===== config.mk =====
export PLATFORM = sky130hd
export DESIGN_NAME = sdram_arb2
export DESIGN_NICKNAME = d
export VERILOG_FILES = /design/src/rtl/sdram_arb_pkg.sv /design/src/rtl/sdram_arb_fsm.sv /design/src/rtl/sdram_arb_latch.sv /design/src/rtl/sdram_arb_route.sv /design/src/rtl/sdram_arb2.sv
export SDC_FILE = /design/constraint.sdc
export NUM_CORES = 1
export LEC_CHECK = 0
export ABC_AREA = 1
export BUFFER_PORTS_ARGS = -buffer_cell sky130_fd_sc_hd__buf_2
export CAP_MARGIN = 25
export CORE_ASPECT_RATIO = 0.5
export CORE_UTILIZATION = 42
export DETAILED_ROUTE_END_ITERATION = 8
export PLACE_DENSITY = 0.92
export SETUP_SLACK_MARGIN = 0.15
export SLEW_MARGIN = 10
export SYNTH_ARGS = -nofsm -noshare
export SYNTH_HDL_FRONTEND = slang
export SYNTH_HIERARCHICAL = 1
export SYNTH_SLANG_ARGS = --single-unit

===== constraint.sdc =====
create_clock -name clk_i -period 2.5 [get_ports clk_i]
set_input_delay 0.375 -clock clk_i [delete_from_list [all_inputs] [get_ports clk_i]]
set_output_delay 0.375 -clock clk_i [all_outputs]
set_load 0.1 [all_outputs]

===== src/rtl/sdram_arb_pkg.sv =====
package sdram_arb_pkg;
  localparam int NPORT    = 2;
  localparam int PORT_DEC = 0;  // write side
  localparam int PORT_ENC = 1;  // read side, higher priority

  typedef enum logic [1:0] {
    ST_POLL = 2'd0,
    ST_WR   = 2'd1,
    ST_RD   = 2'd2,
    ST_DONE = 2'd3
  } arb_state_e;
endpackage


===== src/rtl/sdram_arb_fsm.sv =====
module sdram_arb_fsm
  import sdram_arb_pkg::*;
(
  input  logic             clk_i,
  input  logic             rst_ni,
  input  logic             init_done_i,
  input  logic [NPORT-1:0] req_i,
  input  logic             ack_i,
  input  logic             done_i,
  output arb_state_e       state_o,
  output logic [NPORT-1:0] sel_o,
  output logic             cap_o,
  output logic             cap_rd_o
);
  arb_state_e       state_q, state_d;
  logic [NPORT-1:0] sel_q, sel_d;

  assign cap_o    = (state_q == ST_POLL) && init_done_i && (|req_i);
  assign cap_rd_o = req_i[PORT_ENC];

  always_comb begin
    state_d = state_q;
    sel_d   = sel_q;
    unique case (state_q)
      ST_POLL: if (cap_o) begin
        sel_d = '0;
        if (req_i[PORT_ENC]) begin
          state_d = ST_RD;
          sel_d[PORT_ENC] = 1'b1;
        end else begin
          state_d = ST_WR;
          sel_d[PORT_DEC] = 1'b1;
        end
      end
      ST_WR, ST_RD: if (ack_i) state_d = ST_DONE;
      ST_DONE: if (done_i) begin
        state_d = ST_POLL;
        sel_d   = '0;
      end
      default: begin
        state_d = ST_POLL;
        sel_d   = '0;
      end
    endcase
  end

  always_ff @(posedge clk_i or negedge rst_ni) begin
    if (!rst_ni) begin
      state_q <= ST_POLL;
      sel_q   <= '0;
    end else begin
      state_q <= state_d;
      sel_q   <= sel_d;
    end
  end

  assign state_o = state_q;
  assign sel_o   = sel_q;
endmodule


===== src/rtl/sdram_arb_latch.sv =====
module sdram_arb_latch #(
  parameter int ADDR_W = 8
) (
  input  logic              clk_i,
  input  logic              rst_ni,
  input  logic              cap_i,
  input  logic              cap_rd_i,
  input  logic [ADDR_W-1:0] dec_addr_i,
  input  logic [ADDR_W-1:0] enc_addr_i,
  output logic [ADDR_W-1:0] addr_o,
  output logic              we_o
);
  always_ff @(posedge clk_i or negedge rst_ni) begin
    if (!rst_ni) begin
      addr_o <= '0;
      we_o   <= 1'b0;
    end else if (cap_i) begin
      addr_o <= cap_rd_i ? enc_addr_i : dec_addr_i;
      we_o   <= !cap_rd_i;
    end
  end
endmodule


===== src/rtl/sdram_arb_route.sv =====
module sdram_arb_route
  import sdram_arb_pkg::*;
#(
  parameter int DATA_W = 16
) (
  input  arb_state_e        state_i,
  input  logic [NPORT-1:0]  sel_i,
  input  logic              ack_i,
  input  logic              wtake_i,
  input  logic              rvalid_i,
  input  logic              done_i,
  input  logic [DATA_W-1:0] rdata_i,
  input  logic [DATA_W-1:0] dec_wdata_i,
  output logic [NPORT-1:0]  ack_o,
  output logic [NPORT-1:0]  strb_o,
  output logic [NPORT-1:0]  done_o,
  output logic [DATA_W-1:0] rdata_o,
  output logic [DATA_W-1:0] wdata_o
);
  logic granting, busy, finishing;
  assign granting  = (state_i == ST_WR) || (state_i == ST_RD);
  assign finishing = (state_i == ST_DONE);
  assign busy      = granting || finishing;

  for (genvar p = 0; p < NPORT; p++) begin : g_port
    logic src_strb;
    assign src_strb  = (p == PORT_DEC) ? wtake_i : rvalid_i;
    assign ack_o[p]  = ack_i    & sel_i[p] & granting;
    assign strb_o[p] = src_strb & sel_i[p] & busy;
    assign done_o[p] = done_i   & sel_i[p] & finishing;
  end

  assign rdata_o = (sel_i[PORT_ENC] && busy) ? rdata_i     : '0;
  assign wdata_o = (sel_i[PORT_DEC] && busy) ? dec_wdata_i : '0;
endmodule


===== src/rtl/sdram_arb2.sv =====
module sdram_arb2
  import sdram_arb_pkg::*;
#(
  parameter int ADDR_W = 8,
  parameter int DATA_W = 16
) (
  input  logic              clk_i,
  input  logic              rst_ni,
  input  logic              ctrl_init_done_i,
  input  logic              dec_req_i,
  input  logic [ADDR_W-1:0] dec_addr_i,
  input  logic [DATA_W-1:0] dec_wdata_i,
  output logic              dec_ack_o,
  output logic              dec_wtake_o,
  output logic              dec_done_o,
  input  logic              enc_req_i,
  input  logic [ADDR_W-1:0] enc_addr_i,
  output logic              enc_ack_o,
  output logic              enc_rvalid_o,
  output logic [DATA_W-1:0] enc_rdata_o,
  output logic              enc_done_o,
  output logic              mem_req_o,
  output logic              mem_we_o,
  output logic [ADDR_W-1:0] mem_addr_o,
  output logic [DATA_W-1:0] mem_wdata_o,
  input  logic              mem_ack_i,
  input  logic              mem_wtake_i,
  input  logic              mem_rvalid_i,
  input  logic [DATA_W-1:0] mem_rdata_i,
  input  logic              mem_done_i
);
  arb_state_e       state;
  logic [NPORT-1:0] sel, req, ack, strb, done;
  logic             cap, cap_rd;

  assign req[PORT_DEC] = dec_req_i;
  assign req[PORT_ENC] = enc_req_i;

  sdram_arb_fsm i_fsm (
    .clk_i       (clk_i),
    .rst_ni      (rst_ni),
    .init_done_i (ctrl_init_done_i),
    .req_i       (req),
    .ack_i       (mem_ack_i),
    .done_i      (mem_done_i),
    .state_o     (state),
    .sel_o       (sel),
    .cap_o       (cap),
    .cap_rd_o    (cap_rd)
  );

  sdram_arb_latch #(.ADDR_W(ADDR_W)) i_latch (
    .clk_i      (clk_i),
    .rst_ni     (rst_ni),
    .cap_i      (cap),
    .cap_rd_i   (cap_rd),
    .dec_addr_i (dec_addr_i),
    .enc_addr_i (enc_addr_i),
    .addr_o     (mem_addr_o),
    .we_o       (mem_we_o)
  );

  sdram_arb_route #(.DATA_W(DATA_W)) i_route (
    .state_i     (state),
    .sel_i       (sel),
    .ack_i       (mem_ack_i),
    .wtake_i     (mem_wtake_i),
    .rvalid_i    (mem_rvalid_i),
    .done_i      (mem_done_i),
    .rdata_i     (mem_rdata_i),
    .dec_wdata_i (dec_wdata_i),
    .ack_o       (ack),
    .strb_o      (strb),
    .done_o      (done),
    .rdata_o     (enc_rdata_o),
    .wdata_o     (mem_wdata_o)
  );

  assign mem_req_o    = (state == ST_WR) || (state == ST_RD);
  assign dec_ack_o    = ack[PORT_DEC];
  assign enc_ack_o    = ack[PORT_ENC];
  assign dec_wtake_o  = strb[PORT_DEC];
  assign enc_rvalid_o = strb[PORT_ENC];
  assign dec_done_o   = done[PORT_DEC];
  assign enc_done_o   = done[PORT_ENC];
endmodule


==> flow_summary.toml, run 1 <==
[synthesis]
ys_seq_area_share_pct = 26.0
synth_area_per_cell_um2 = 5.98
syn_nets = 271
synth_area_leaders = "dfrtp_1, inv_1, nand2_1"
yosysMostFrequentCell = "inv_1"
synth_top_cells_by_count = "inv_1, nand2_1, nor2_1"
ys_seq_elements = 13
synth-edff-count = 0
synth_area_um2 = 1250
yosys_warnings = 6
syn_inst = 209
synth_top_area_share_pct = 26.0
async_flop_share_pct = 100
yosysUniqueCellTypes = 18
synth_top_area_cell = "dfrtp_1"
ys.flop_type = "dfrtp_1"

[clock_tree]
post_cts_buffers = 0
cts_buffers = 3
path_clk_slew_ps = 50
cts_max_level = 1
cts-root-buf = "clkbuf_8"
hold_buffers = 0
clk_latency_ps = 240
tritoncts = "yes"
clockBufferDepth = 2
clkSinkCount = 13

[cells_and_area]
area_delta_synth_final_pct = 45.5
diodes = 0
post-route-util_pct = 67.4
drive_gt1_share_pct = 43.9
fill_cells = 234
finalNetCount = 375

[grt]
track_usage_pct = 18.6
antenna_found_initial = 0
overflow = 0
grt_pass1_vias = 1066
grt_max_degree = 17
grt_pass1_wl_mm = 4.44

[floorplanning]
die_height_um = 40.6
ios = 105
rows = 13
die_w_um = 79.2
die_area_um2 = 3210
initial_core_util_pct = 46.3
core_um2 = 2700

[route]
drt_iter0_markers = 50
dr.pass1.iters = 4
postRouteWirelength_mm = 3.29
drc_errors = 0
num_vias = 1474
wire_per_inst_um = 9.43
ant_nets = 0
drt-vias-per-instance = 4.22

[worst_setup_path]
cp.required_ps = 2120
worstPathArrival_ps = 1810
crit_path_max_fanout = 16
cp-end-kind = "output pin"
worst_setup_path_start_kind = "flop"
critPathKind = "flop to output pin"

[sta]
period_share_pct = 87.3
final_max_slew_viol_count = 0
tightestPinTransition_ps = 493
finClkSkew_ps = 2.06
setup_viol = 0
maxSlewHeadroom_pct = 67.3
tns_ps = 0
layout_min_cycle_time_ps = 2180
hold_viol_final = 0
rsz0062_at_grt = "no"
fmax_mhz = 458

[run]
drv_cap = 0

[place]
portBuffers = 104
dpl.hpwl_mm = 2.73
gp_congestion = 0.773

[outcome]
status = "finished clean"

[worst_hold_path]
hp-class = "input port to asynchronous set/reset pin"
==> final timing paths <==
| check | from | to | slack [ps] | cells after the start |
|---|---|---|---|---|
| setup / recovery | i_fsm/state_o[0]$_DFFE_PN0P_ | enc_rdata_o[4] | 320 | 6 |
| hold / removal | rst_ni | i_latch/addr_o[5]$_DFFE_PN0P_ | 8 | 1 |
| setup reg to reg | i_fsm/state_o[1]$_DFFE_PN0P_ | i_latch/we_o$_DFFE_PN0P_ | 910 | 9 |
| hold reg to reg | i_latch/addr_o[2]$_DFFE_PN0P_ | i_latch/addr_o[2]$_DFFE_PN0P_ | 470 | 2 |
| max in group asynchronous | rst_ni | i_latch/addr_o[4]$_DFFE_PN0P_ | 2270 | 1 |
| min in group clk_i | dec_addr_i[6] | i_latch/addr_o[6]$_DFFE_PN0P_ | 430 | 5 |
==> metrics by stage <==
| step | cells | hold slack (ps) | setup slack [ps] | area [µm²] |
|---|---|---|---|---|
| floorplan | 209 | 79.4 | 7.77 | 1250 |
| global placement | 345 | 266 | 623 | 1770 |
| detailed placement | 345 | 276 | 557 | 1770 |
| CTS | 349 | 19.1 | 294 | 1810 |
| global route | 349 | 28.6 | 151 | 1820 |
| finish | 349 | 8.05 | 318 | 1820 |
==> cell families (layout without fill, tap and decap cells) <==
logic type                 count (synthesis)  in the layout  share of synthesized area [%]
adders and majority gates                  5              5                           5.01
and+or+nand+nor                          115            115                           42.1
DFF                                       13             13                           26.0
buffers and inverters                     72            175                           24.9
AOI/OAI and AO/OA                          4              4                           1.90
==> area by class of cell <==
| type | count | area [µm²] | area share, % |
|---|---|---|---|
| flip-flops and latches | 13 | 325 | 17.9 |
| inverters | 67 | 259 | 14.2 |
| well taps | 37 | 46.3 | 2.54 |
| clock buffers | 4 | 45.0 | 2.48 |
| multi-input cells | 124 | 618 | 34.0 |
| repair buffers | 104 | 526 | 28.9 |
==> placed cells by master, fill, tap and decap left out <==
cell type,Yosys,final
buf_2,0,102
inv_1,64,64
nand2_1,58,58
nor2_2,18,20
nor2_1,21,19
dfrtp_1,13,13
nand3_1,12,12
ha_1,5,5
clkbuf_8,0,3
nand2_2,2,2
o21ai_0,2,2
nand2_4,2,2
nor2_4,2,2
clkbuf_4,0,2
clkbuf_1,0,1
a21oi_2,1,1
inv_6,1,1
inv_4,1,1
o21ai_1,1,1
inv_2,1,1
==> flip-flops by register name (all words and copies together), names as in the netlist <==
signal	flops
i_fsm/state_o	2
i_latch/addr_o	8
i_fsm/sel_o	2
i_latch/we_o	1
==> what timing repair did <==
| item | 4_1_cts | 5_1_grt |
|---|---|---|
| gates resized for setup | 0 | 2 |
| hold endpoints to repair | 0 | 0 |
| setup endpoints to repair | 0 | 2 |
==> routing by layer <==
layer	part of all wire, %	vias to the layer above	wire, µm	global-route usage, %
met5	0	-	0	0
met4	2.0	0	66	6.82
met3	6.9	10	226	4.77
met2	53	65	1730	36.2
met1	38	616	1270	20.8
li1	-	783	-	-
==> worst max-delay path: stages, from the launching register on <==
cell and delay, ps:
dfrtp_1 440, inv_1 70, ha_1 230, inv_2 100
nand2_4 150, nor2_1 140, buf_2 440
Power of run 1 is left out: the tool's default activity adds up to more than one toggle a clock period on the data nets, which glitch-free logic cannot reach.
==> run 2: changes to the inputs <==
--- a/config.mk
+++ b/config.mk
@@ -8,7 +8,7 @@
 export ABC_AREA = 1
 export BUFFER_PORTS_ARGS = -buffer_cell sky130_fd_sc_hd__buf_2
 export CAP_MARGIN = 25
-export CORE_ASPECT_RATIO = 0.5
+export CORE_ASPECT_RATIO = 2
 export CORE_UTILIZATION = 42
 export DETAILED_ROUTE_END_ITERATION = 8
 export PLACE_DENSITY = 0.92
==> flow_summary.toml, run 2 (synthesized netlist as in run 1, its figures left out) <==
[floorplanning]
rows = 27
core_um2 = 2800
die_w_um = 40.6
initial_core_util_pct = 44.6
die_height_um = 79.2
ios = 105
die_area_um2 = 3210

[grt]
grt_pass1_vias = 1363
antenna_found_initial = 0
track_usage_pct = 21.9
grt_max_degree = 17
grt_pass1_wl_mm = 5.17
overflow = 0

[sta]
finClkSkew_ps = 3.15
setup_viol = 0
rsz0062_at_grt = "no"
layout_min_cycle_time_ps = 2200
maxSlewHeadroom_pct = 66.8
hold_viol_final = 0
tightestPinTransition_ps = 501
fmax_mhz = 455
final_max_slew_viol_count = 0
tns_ps = 0
period_share_pct = 88.0

[route]
num_vias = 1509
drt_iter0_markers = 35
postRouteWirelength_mm = 3.30
ant_nets = 0
drt-vias-per-instance = 4.43
dr.pass1.iters = 4
drc_errors = 0
wire_per_inst_um = 9.68

[cells_and_area]
final_common_cell = "buf_2"
multi_input_area_um2 = 618
finalNetCount = 375
largest_reg_flops = 8
drive_gt1_share_pct = 43.9
area_delta_synth_final_pct = 44.3
diodes = 0
fill_cells = 264
seqCellArea_um2 = 325
top_register = "i_latch/addr_o"
mostFrequentLayoutCells = "buf_2, inv_1, nand2_1"

[clock_tree]
cts_buffers = 3
tritoncts = "yes"
post_cts_buffers = 0
cts-root-buf = "clkbuf_8"
cts_max_level = 1
ctsResizeCount = 0
clockBufferDepth = 2
clkSinkCount = 13
path_clk_slew_ps = 50
hold_buffers = 0
clk_latency_ps = 230

[worst_hold_path]
hp-class = "input port to asynchronous set/reset pin"

[worst_setup_path]
critPathKind = "flop to output pin"
cp.required_ps = 2120
crit_path_max_fanout = 16
worstPathArrival_ps = 1820
cp-end-kind = "output pin"
worst_setup_path_start_kind = "flop"

[outcome]
status = "finished clean"

[place]
portBuffers = 104
gp_congestion = 0.801
dpl.hpwl_mm = 2.83

[run]
drv_cap = 0
## run 2: cell types whose count changed in the layout (fill, tap and decap cells not counted)
cell,delta
clkbuf_4,-2
buf_2,+2
## run 2: final cells by class
cell class	instances	area share [%]
Sequential cell	13	18.0
Clock buffer	4	2.50
Inverter	67	14.4
Timing Repair Buffer	104	28.8
Multi-Input combinational cell	124	34.3
Tap cell	29	2.01
## run 2: metal layers
layer	up-vias	global-route usage, %	share of wire (%)
met3	4	3.35	7.2
met1	655	21.1	35
li1	780	-	-
met2	70	41.9	57
met4	0	6.67	1.0
met5	-	0	0
## run 2: critical path: stages, from the launching register on
cell and delay, ps:
dfrtp_1 450, inv_1 70, ha_1 240, inv_2 110
nand2_4 150, nor2_1 140, buf_2 440
## run 2: final timing paths
path,from,end,slack (ps),cells after the start
max,i_fsm/state_o[0]$_DFFE_PN0P_,enc_rdata_o[2],300,6
min,rst_ni,i_latch/addr_o[7]$_DFFE_PN0P_,10,1
max reg2reg,i_fsm/state_o[1]$_DFFE_PN0P_,i_latch/we_o$_DFFE_PN0P_,900,9
min reg2reg,i_latch/addr_o[5]$_DFFE_PN0P_,i_latch/addr_o[5]$_DFFE_PN0P_,470,2
max in group asynchronous,rst_ni,i_latch/addr_o[2]$_DFFE_PN0P_,2260,1
min in group clk_i,dec_addr_i[5],i_latch/addr_o[5]$_DFFE_PN0P_,430,5
## run 2: per-stage QoR
step                      instance area, µm²  hold slack (ps)  worst slack [ps]  utilization, %  instances
after floorplan                         1250             79.4              7.77               -        209
after global placement                  1760              275               601            62.7        337
after detailed placement                1760              273               561            62.7        337
after CTS                               1800             22.1               305            64.3        341
after global routing                    1800             30.6               155            64.3        341
final                                   1800             14.2               301            64.3        341
Power of run 2 is left out for the same reason.
